## config.mk

```make
export PLATFORM = sky130hd
export DESIGN_NAME = ea_gen_top
export DESIGN_NICKNAME = d
export VERILOG_FILES = /design/src/rtl/ea_pkg.sv /design/src/rtl/ea_reg_mux.sv /design/src/rtl/ea_index_scale.sv /design/src/rtl/ea_step_gen.sv /design/src/rtl/ea_gen_top.sv
export SDC_FILE = /design/constraint.sdc
export NUM_CORES = 1
export LEC_CHECK = 0
export BUFFER_PORTS_ARGS = -buffer_cell sky130_fd_sc_hd__buf_2
export CORE_AREA = 5 5 236 238
export DETAILED_ROUTE_END_ITERATION = 7
export DIE_AREA = 0 0 241 243
export SETUP_SLACK_MARGIN = 0.4
export SLEW_MARGIN = 20
export SYNTH_ARGS = -nofsm -noshare
export SYNTH_HDL_FRONTEND = slang
export SYNTH_HIERARCHICAL = 1
export SYNTH_SLANG_ARGS = --single-unit
```

## constraint.sdc

```tcl
create_clock -name clk -period 8.2 [get_ports clk]
set_input_delay 0.41 -clock clk [delete_from_list [all_inputs] [get_ports clk]]
set_output_delay 0.41 -clock clk [all_outputs]
set_load 0.03 [all_outputs]
```

## src/rtl/ea_pkg.sv

```systemverilog
package ea_pkg;
  typedef enum logic [1:0] {
    AM_IND     = 2'd0,
    AM_POSTINC = 2'd1,
    AM_INDEX   = 2'd2,
    AM_NOBASE  = 2'd3
  } am_mode_e;

  typedef enum logic [1:0] {
    OS_BYTE = 2'd0,
    OS_WORD = 2'd1,
    OS_LONG = 2'd2,
    OS_ALT  = 2'd3
  } op_size_e;
endpackage

```

## src/rtl/ea_reg_mux.sv

```systemverilog
module ea_reg_mux #(
  parameter int DW   = 32,
  parameter int NREG = 16,
  localparam int SW  = $clog2(NREG)
) (
  input  logic [NREG*DW-1:0] regs_i,
  input  logic [SW-1:0]      sel_i,
  output logic [DW-1:0]      val_o
);
  logic [DW-1:0] slots [NREG];

  for (genvar k = 0; k < NREG; k++) begin : g_slot
    assign slots[k] = regs_i[k*DW +: DW];
  end

  assign val_o = slots[sel_i];
endmodule

```

## src/rtl/ea_index_scale.sv

```systemverilog
module ea_index_scale #(
  parameter int DW = 32,
  parameter int HW = 16
) (
  input  logic [DW-1:0] raw_i,
  input  logic          long_i,
  input  logic [1:0]    scale_i,
  output logic [DW-1:0] scaled_o
);
  logic [DW-1:0] ext_idx;

  always_comb begin
    if (long_i) ext_idx = raw_i;
    else        ext_idx = {{(DW-HW){raw_i[HW-1]}}, raw_i[HW-1:0]};
    scaled_o = ext_idx << scale_i;
  end
endmodule

```

## src/rtl/ea_step_gen.sv

```systemverilog
module ea_step_gen #(
  parameter int DW = 32
) (
  input  ea_pkg::op_size_e osz_i,
  output logic [DW-1:0]    step_o
);
  always_comb begin
    case (osz_i)
      ea_pkg::OS_BYTE: step_o = DW'(1);
      ea_pkg::OS_WORD: step_o = DW'(2);
      default:         step_o = DW'(4);
    endcase
  end
endmodule

```

## src/rtl/ea_gen_top.sv

```systemverilog
module ea_gen_top #(
  parameter int DW     = 32,
  parameter int NREG   = 16,
  parameter int DISP_W = 8,
  parameter int HW     = 16,
  localparam int SW    = $clog2(NREG)
) (
  input  logic              clk,
  input  logic              rst,
  input  logic              valid_i,
  input  logic [1:0]        mode_i,
  input  logic [SW-1:0]     base_num_i,
  input  logic [SW-1:0]     idx_num_i,
  input  logic              idx_long_i,
  input  logic [1:0]        scale_i,
  input  logic [DISP_W-1:0] disp_i,
  input  logic [1:0]        opsize_i,
  input  logic [NREG*DW-1:0] reg_file_i,
  output logic              ea_valid_o,
  output logic [DW-1:0]     ea_o,
  output logic              wb_en_o,
  output logic [SW-1:0]     wb_num_o,
  output logic [DW-1:0]     wb_val_o
);
  import ea_pkg::*;

  am_mode_e      mode;
  logic [DW-1:0] base_val, idx_raw, idx_scaled, step, disp_ext;
  logic [DW-1:0] base_term, idx_term, ea_next, wb_next;
  logic          is_addr_base, do_wb;

  assign mode = am_mode_e'(mode_i);

  ea_reg_mux #(.DW(DW), .NREG(NREG)) base_mux_i (
    .regs_i(reg_file_i), .sel_i(base_num_i), .val_o(base_val));

  ea_reg_mux #(.DW(DW), .NREG(NREG)) idx_mux_i (
    .regs_i(reg_file_i), .sel_i(idx_num_i), .val_o(idx_raw));

  ea_index_scale #(.DW(DW), .HW(HW)) scale_i_u (
    .raw_i(idx_raw), .long_i(idx_long_i), .scale_i(scale_i),
    .scaled_o(idx_scaled));

  ea_step_gen #(.DW(DW)) step_i_u (
    .osz_i(op_size_e'(opsize_i)), .step_o(step));

  assign disp_ext     = {{(DW-DISP_W){disp_i[DISP_W-1]}}, disp_i};
  assign is_addr_base = base_num_i[SW-1];

  always_comb begin
    base_term = base_val;
    idx_term  = '0;
    do_wb     = 1'b0;
    case (mode)
      AM_IND:     ;
      AM_POSTINC: do_wb = is_addr_base;
      AM_INDEX:   idx_term = idx_scaled + disp_ext;
      AM_NOBASE: begin
        base_term = '0;
        idx_term  = idx_scaled + disp_ext;
      end
      default:    ;
    endcase
    ea_next = base_term + idx_term;
    wb_next = base_val + step;
  end

  always_ff @(posedge clk) begin
    if (rst) begin
      ea_valid_o <= 1'b0;
      wb_en_o    <= 1'b0;
      ea_o       <= '0;
      wb_num_o   <= '0;
      wb_val_o   <= '0;
    end else begin
      ea_valid_o <= valid_i;
      wb_en_o    <= valid_i & do_wb;
      if (valid_i) begin
        ea_o     <= ea_next;
        wb_num_o <= base_num_i;
        wb_val_o <= wb_next;
      end
    end
  end
endmodule

```

## Word level (Yosys, flattened, before mapping)

Index checks and enable logic that the tools add are counted.

| word-level totals | value |
|---|---|
| register bits | 70 |
| bits in latches | 0 |
| memory bits (writable) | 0 |
| memory bits (read-only) | 0 |
| bits of input ports | 538 |
| output and inout bits | 70 |
| logic and storage cells | 31 |
| memories | 0 |

| operators by class | value |
|---|---|
| add/sub/neg operators | 3 |
| multiply operators | 0 |
| div/mod/pow operators | 0 |
| order comparisons | 2 |
| equality and inequality tests | 4 |
| shift-type cells | 1 |
| multiplexer cells | 11 |
| bitwise operators | 3 |
| reductions and logical operators | 2 |

Operator list:

| operator | number |
|---|---|
| $bmux W32 S4 | 2 |
| $mux W32 | 7 |
| $add A32 B32 Y32 | 3 |
| $shl A32 B2 Y32 | 1 |
| $ge A5 B5 Y1 const B | 2 |
| $not A4 Y5 | 2 |
| $pmux W3 S2 | 1 |
| $eq A2 B1 Y1 const B | 2 |
| $eq A2 B2 Y1 const B | 2 |
| $logic_not A2 Y1 | 1 |
| $reduce_or A2 Y1 | 1 |
| $and A1 B1 Y1 | 1 |
| $mux W1 | 1 |

## Longest topological paths before layout

| logic depth | value |
|---|---|
| word-level depth | 9 |
| mapped depth | 28 |

## Cells and area by module

Netlist, hierarchy kept.

Modules (own cells, without submodules):

| module | times used | cells each | area an instance (um2) |
|---|---|---|---|
| ea_gen_top | 1 | 979 | 7631.1 |
| ea_reg_mux | 2 | 271 | 3728.6 |
| ea_index_scale | 1 | 80 | 824.5 |
| ea_step_gen | 1 | 33 | 235.2 |

## Worst setup path after synthesis

Ideal clock, no wire load.

| timing | value |
|---|---|
| path type | input port to flip-flop |
| start point | in idx_num_i[0] |
| end point | reg ea_o[31] |
| arrival | 6.375 ns |
| required time | 8.062 ns |
| slack | 1.687 ns |
| stages | 27 |
| buffers on the path | 3 |
| path through | buf_2 buf_4 mux4_2 a22oi_1 nand2_1 mux4_2 ha_1 buf_6 a211oi_2 nand2_1 a221oi_2 o22ai_1 or4b_1 nand2_2 o31ai_1 xor2_1 and2_1 ha_1 and2_1 a221o_1 a21o_1 a21o_1 and3_1 a2111oi_4 nand3_1 a2111oi_0 a2111oi_1 |

| on the way | value |
|---|---|
| word-level cells in the longest chain between the ends | 9 |

RTL lines:

| element | line | text |
|---|---|---|
| start: declaration | ea_gen_top.sv:13 | `input logic [SW-1:0] idx_num_i,` |
| $not A4 Y5 (not written as such) | ea_reg_mux.sv:16 | `assign val_o = slots[sel_i];` |
| $bmux W32 S4 | ea_reg_mux.sv:16 |  |
| $mux W32 (not written as such) (2 in series) | ea_reg_mux.sv:16 |  |
| via idx_raw[8] | ea_gen_top.sv:28 | `logic [DW-1:0] base_val, idx_raw, idx_scaled, step, disp_ext;` |
| $mux W32 | ea_index_scale.sv:13 | `if (long_i) ext_idx = raw_i;` |
| $shl A32 B2 Y32 | ea_index_scale.sv:15 | `scaled_o = ext_idx << scale_i;` |
| via idx_scaled[11] | ea_gen_top.sv:28 |  |
| $add A32 B32 Y32 | ea_gen_top.sv:57, ea_gen_top.sv:60 |  |
| $mux W32 | -- |  |
| $add A32 B32 Y32 | ea_gen_top.sv:64 | `ea_next = base_term + idx_term;` |
| end signal: assignment | ea_gen_top.sv:79 | `ea_o <= ea_next;` |
| end: declaration | ea_gen_top.sv:20 | `output logic [DW-1:0] ea_o,` |

The timed path passes the listed nets, and every way through them passes these cells. The select of a mux whose other input is x is not followed.
A chain may end at the register's enable or synchronous reset.

## Worst setup path in the final report

Ends and elaborated chain as after synthesis.

==> flow_summary.ini <==
[routing]
routed_wirelength_um = 86100
drt_iter0_markers = 1809
drc_errors = 0
post_drt_wl_per_cell_um = 29.8
vias_per_cell = 6.20
drtPass1Iterations = 6
route.vias.total = 17900
drtAntennaViolNets = 0

[placement]
place.detailed.hpwl_um = 73000
numPlacedInstances = 2832
gpl.final_weighted_congestion = 0.996
number_of_buffer_cells_added_on_primary_ports = 607

[run]
max_cap_viol_count = 0

[worst_setup_path]
worst_path_largest_cell_delay_ns = 0.54
setup.worst_path.class = in2reg
cp_num_cells = 27
cp-startpoint = idx_num_i[0]
path_common_cell = nand3_1
critPathArrivalTime_ns = 7.32
r2r-end = wb_val_o[28]
worst_setup_path_start_kind = input port
cpMaxStageDelayCell = mux4_1
reg2reg_setup_slack_ns = 7.17
worst_r2r_startpoint = wb_val_o[28]
worst-endpoint-required_ns = 8.39
cp-end-kind = flop
timing.critical_path.fanout_max = 52
critical-path-top-delay-family = compound AO/OA/AOI/OAI gates
r2r_cells = 5
crit_end = ea_o[31]
critPathBufInv = 3

[clock_network]
clock_sinks = 70
h-tree-depth = 3
cts.root.buffer_cell = clkbuf_16
cts-root-to-sink-buffers = 2
ctsResizeCount = 0
cts_tree = yes
cts-buffers-inserted = 9
clkLatencyLatePin_ns = 0.34
cts_setup_buffers = 0
ctsHoldBuffers = 0
cts_clk_pin_slew_worst_paths_ns = 0.07

[global_route]
pin_count_of_the_biggest_net_entering_global_routing = 79
grt_antenna_before_repair = 70
globalRouteTotalUtil_pct = 28.0
grt_pass1_vias = 17600
first_pass_grt_wire_length_um = 123000
grt_overflow = 0

[floorplan]
starting_utilization_of_the_core_area_pct = 30.2
die-height_um = 243
num_io_pins = 608
core_area_um2 = 53400
fp.dieW_um = 241
die_area_um2 = 58600
row_cnt = 85

[pwr]
leakage_nw = 8.89
ir_worst_vdd_uv = 106
power.density_nw_per_um2 = 142

[logic_synthesis]
part_of_the_yosys_area_used_for_sequential_elements_pct = 8.68
yosys-mux-area-fraction_pct = 40.8
synth_largest_type_area_fraction_pct = 37.0
synth_simple_gate_area_share_pct = 14.2
library_cell_with_the_largest_summed_area_after_synthesis = mux4_2
post_synthesis_instance_total = 1634
synthMostInstantiatedCell = mux4_2
syn_area_per_cell_um2 = 9.88
synthXorXnorAreaFrac_pct = 2.87
synth-main-ff-cell = dfxtp_1
yosys_warnings = 6
synth_compound_area_share_pct = 19.6
combinational_family_with_the_most_area_after_synthesis = multiplexers
postSynth.asyncResetShare_pct = 0
netlist_top_cells_count = 265 x mux4_2, 140 x nand2_1, 129 x a22oi_1
ys_seq_elements = 70
synth-edff-count = 0
area_contributors_post_synth = mux4_2 37%, dfxtp_1 8.7%, ha_1 7.2%
ys_types = 89
synthesis.area_um2 = 16100
synth_adder_area_share_pct = 7.58

[sta]
achievable-frequency_ghz = 0.140
setup_viol_count_final = 0
period_minus_slack_ns = 7.13
post-route-period-util_pct = 87.0
worst_pin_slew_ns = 0.941
fin_setup_tns_ns = 0
fin_hold_ws_ns = 0.339
post_route_skew_ns = 0
timing.final.max_slew_violations = 0
slew_headroom_pct = 37.3
finalHoldViolCount = 0
rsz0062_at_grt = no

[layout]
final_layout_size_suffix_gt1_share_pct = 44.6
fill_cells = 5487
area_delta_synth_final_pct = 24.1
finalNonFillerCells = 2894
combined_area_of_the_multi_input_logic_cells_um2 = 13900
fin_nets = 2781
seq_area_um2 = 1400

[worst_hold_path]
min-delay-path-class = in2reg

[status]
run_status = complete, no violations
metal layers:
metal	routed length (um)	global-route usage (%)
met4	3340	9.64
met5	236	0
met2	38400	42.6
met3	8920	7.42
met1	35200	38.7
stage by stage:
step | power, W | instance area (um^2) | worst slack [ns] | utilization (%)
4_1_cts | 0.00282 | 19900 | 0.984 | 37.3
2_1_floorplan | 0.00176 | 16300 | 1.69 | -
3_5_place_dp | 0.00236 | 19600 | 0.631 | 36.7
3_3_place_gp | 0.00234 | 19600 | 0.720 | 36.7
6_report | 0.00284 | 20000 | 1.07 | 37.5
5_1_grt | 0.00303 | 20000 | 0.477 | 37.5
registers in the layout (all words and copies together) (netlist names):
| signal | flops |
|---|---|
| ea_valid_o | 1 |
| wb_en_o | 1 |
| wb_num_o | 4 |
| ea_o | 32 |
| wb_val_o | 32 |
cells in the final DEF (no fill, tap or decap), types with 12 or more instances in the layout:
cell type and n:
buf_2 603, mux4_2 265, nand2_1 140, a22oi_1 129
nor2_1 93, ha_1 93, dfxtp_1 70, a21oi_1 69
a21o_1 55, and2_1 52, mux2i_1 51, diode_2 47
nand3_1 37, o21ai_0 35, inv_1 31, conb_1 29
xnor2_1 28, xor2_1 25, buf_4 25, a31oi_1 20
nor3_1 20, nor2b_1 18, and3_1 18, nand2b_1 13
o21a_1 13, nand4_1 13, or3_1 12
power breakdown:
part / internal (W) / switching [W]
clock: 0.000295 / 0.000158
combinational: 0.000829 / 0.00113
sequential: 0.000400 / 0.0000311
worst reg2reg max path, delay by kind of cell (launching register included):
family,cells,cell delay [ns]
simple gates,3,0.45
flops,1,0.31
compound gates,2,0.15
how the worst min path moves through the flow:
stage                        end  slack, ns  depth (start not counted)          start
detailed placement      ea_o[15]       0.44                          2       ea_o[15]
floorplan            wb_num_o[0]       0.56                          2  base_num_i[0]
global placement    wb_val_o[19]       0.44                          2   wb_val_o[19]
finish                   wb_en_o       0.34                          2      mode_i[0]
global route             wb_en_o       0.34                          2      mode_i[0]
CTS                      wb_en_o       0.34                          2      mode_i[0]
cell families after synthesis:
logic type	after synthesis
DFF	70
muxes	322
other	1
buffers and inverters	192
adders and majority gates	96
and+or+nand+nor	461
AOI/OAI and AO/OA	439
xor gates and xnor gates	53
area by class of cell:
type / count / area share (%)
Tap cell: 696 / 4.34
Clock buffer: 9 / 1.12
Multi-Input combinational cell: 1400 / 69.3
Clock inverter: 6 / 0.556
Antenna cell: 47 / 0.587
Sequential cell: 70 / 6.99
Timing Repair Buffer: 634 / 16.5
Inverter: 32 / 0.599
No activity file was read; power rests on OpenSTA's default activity.
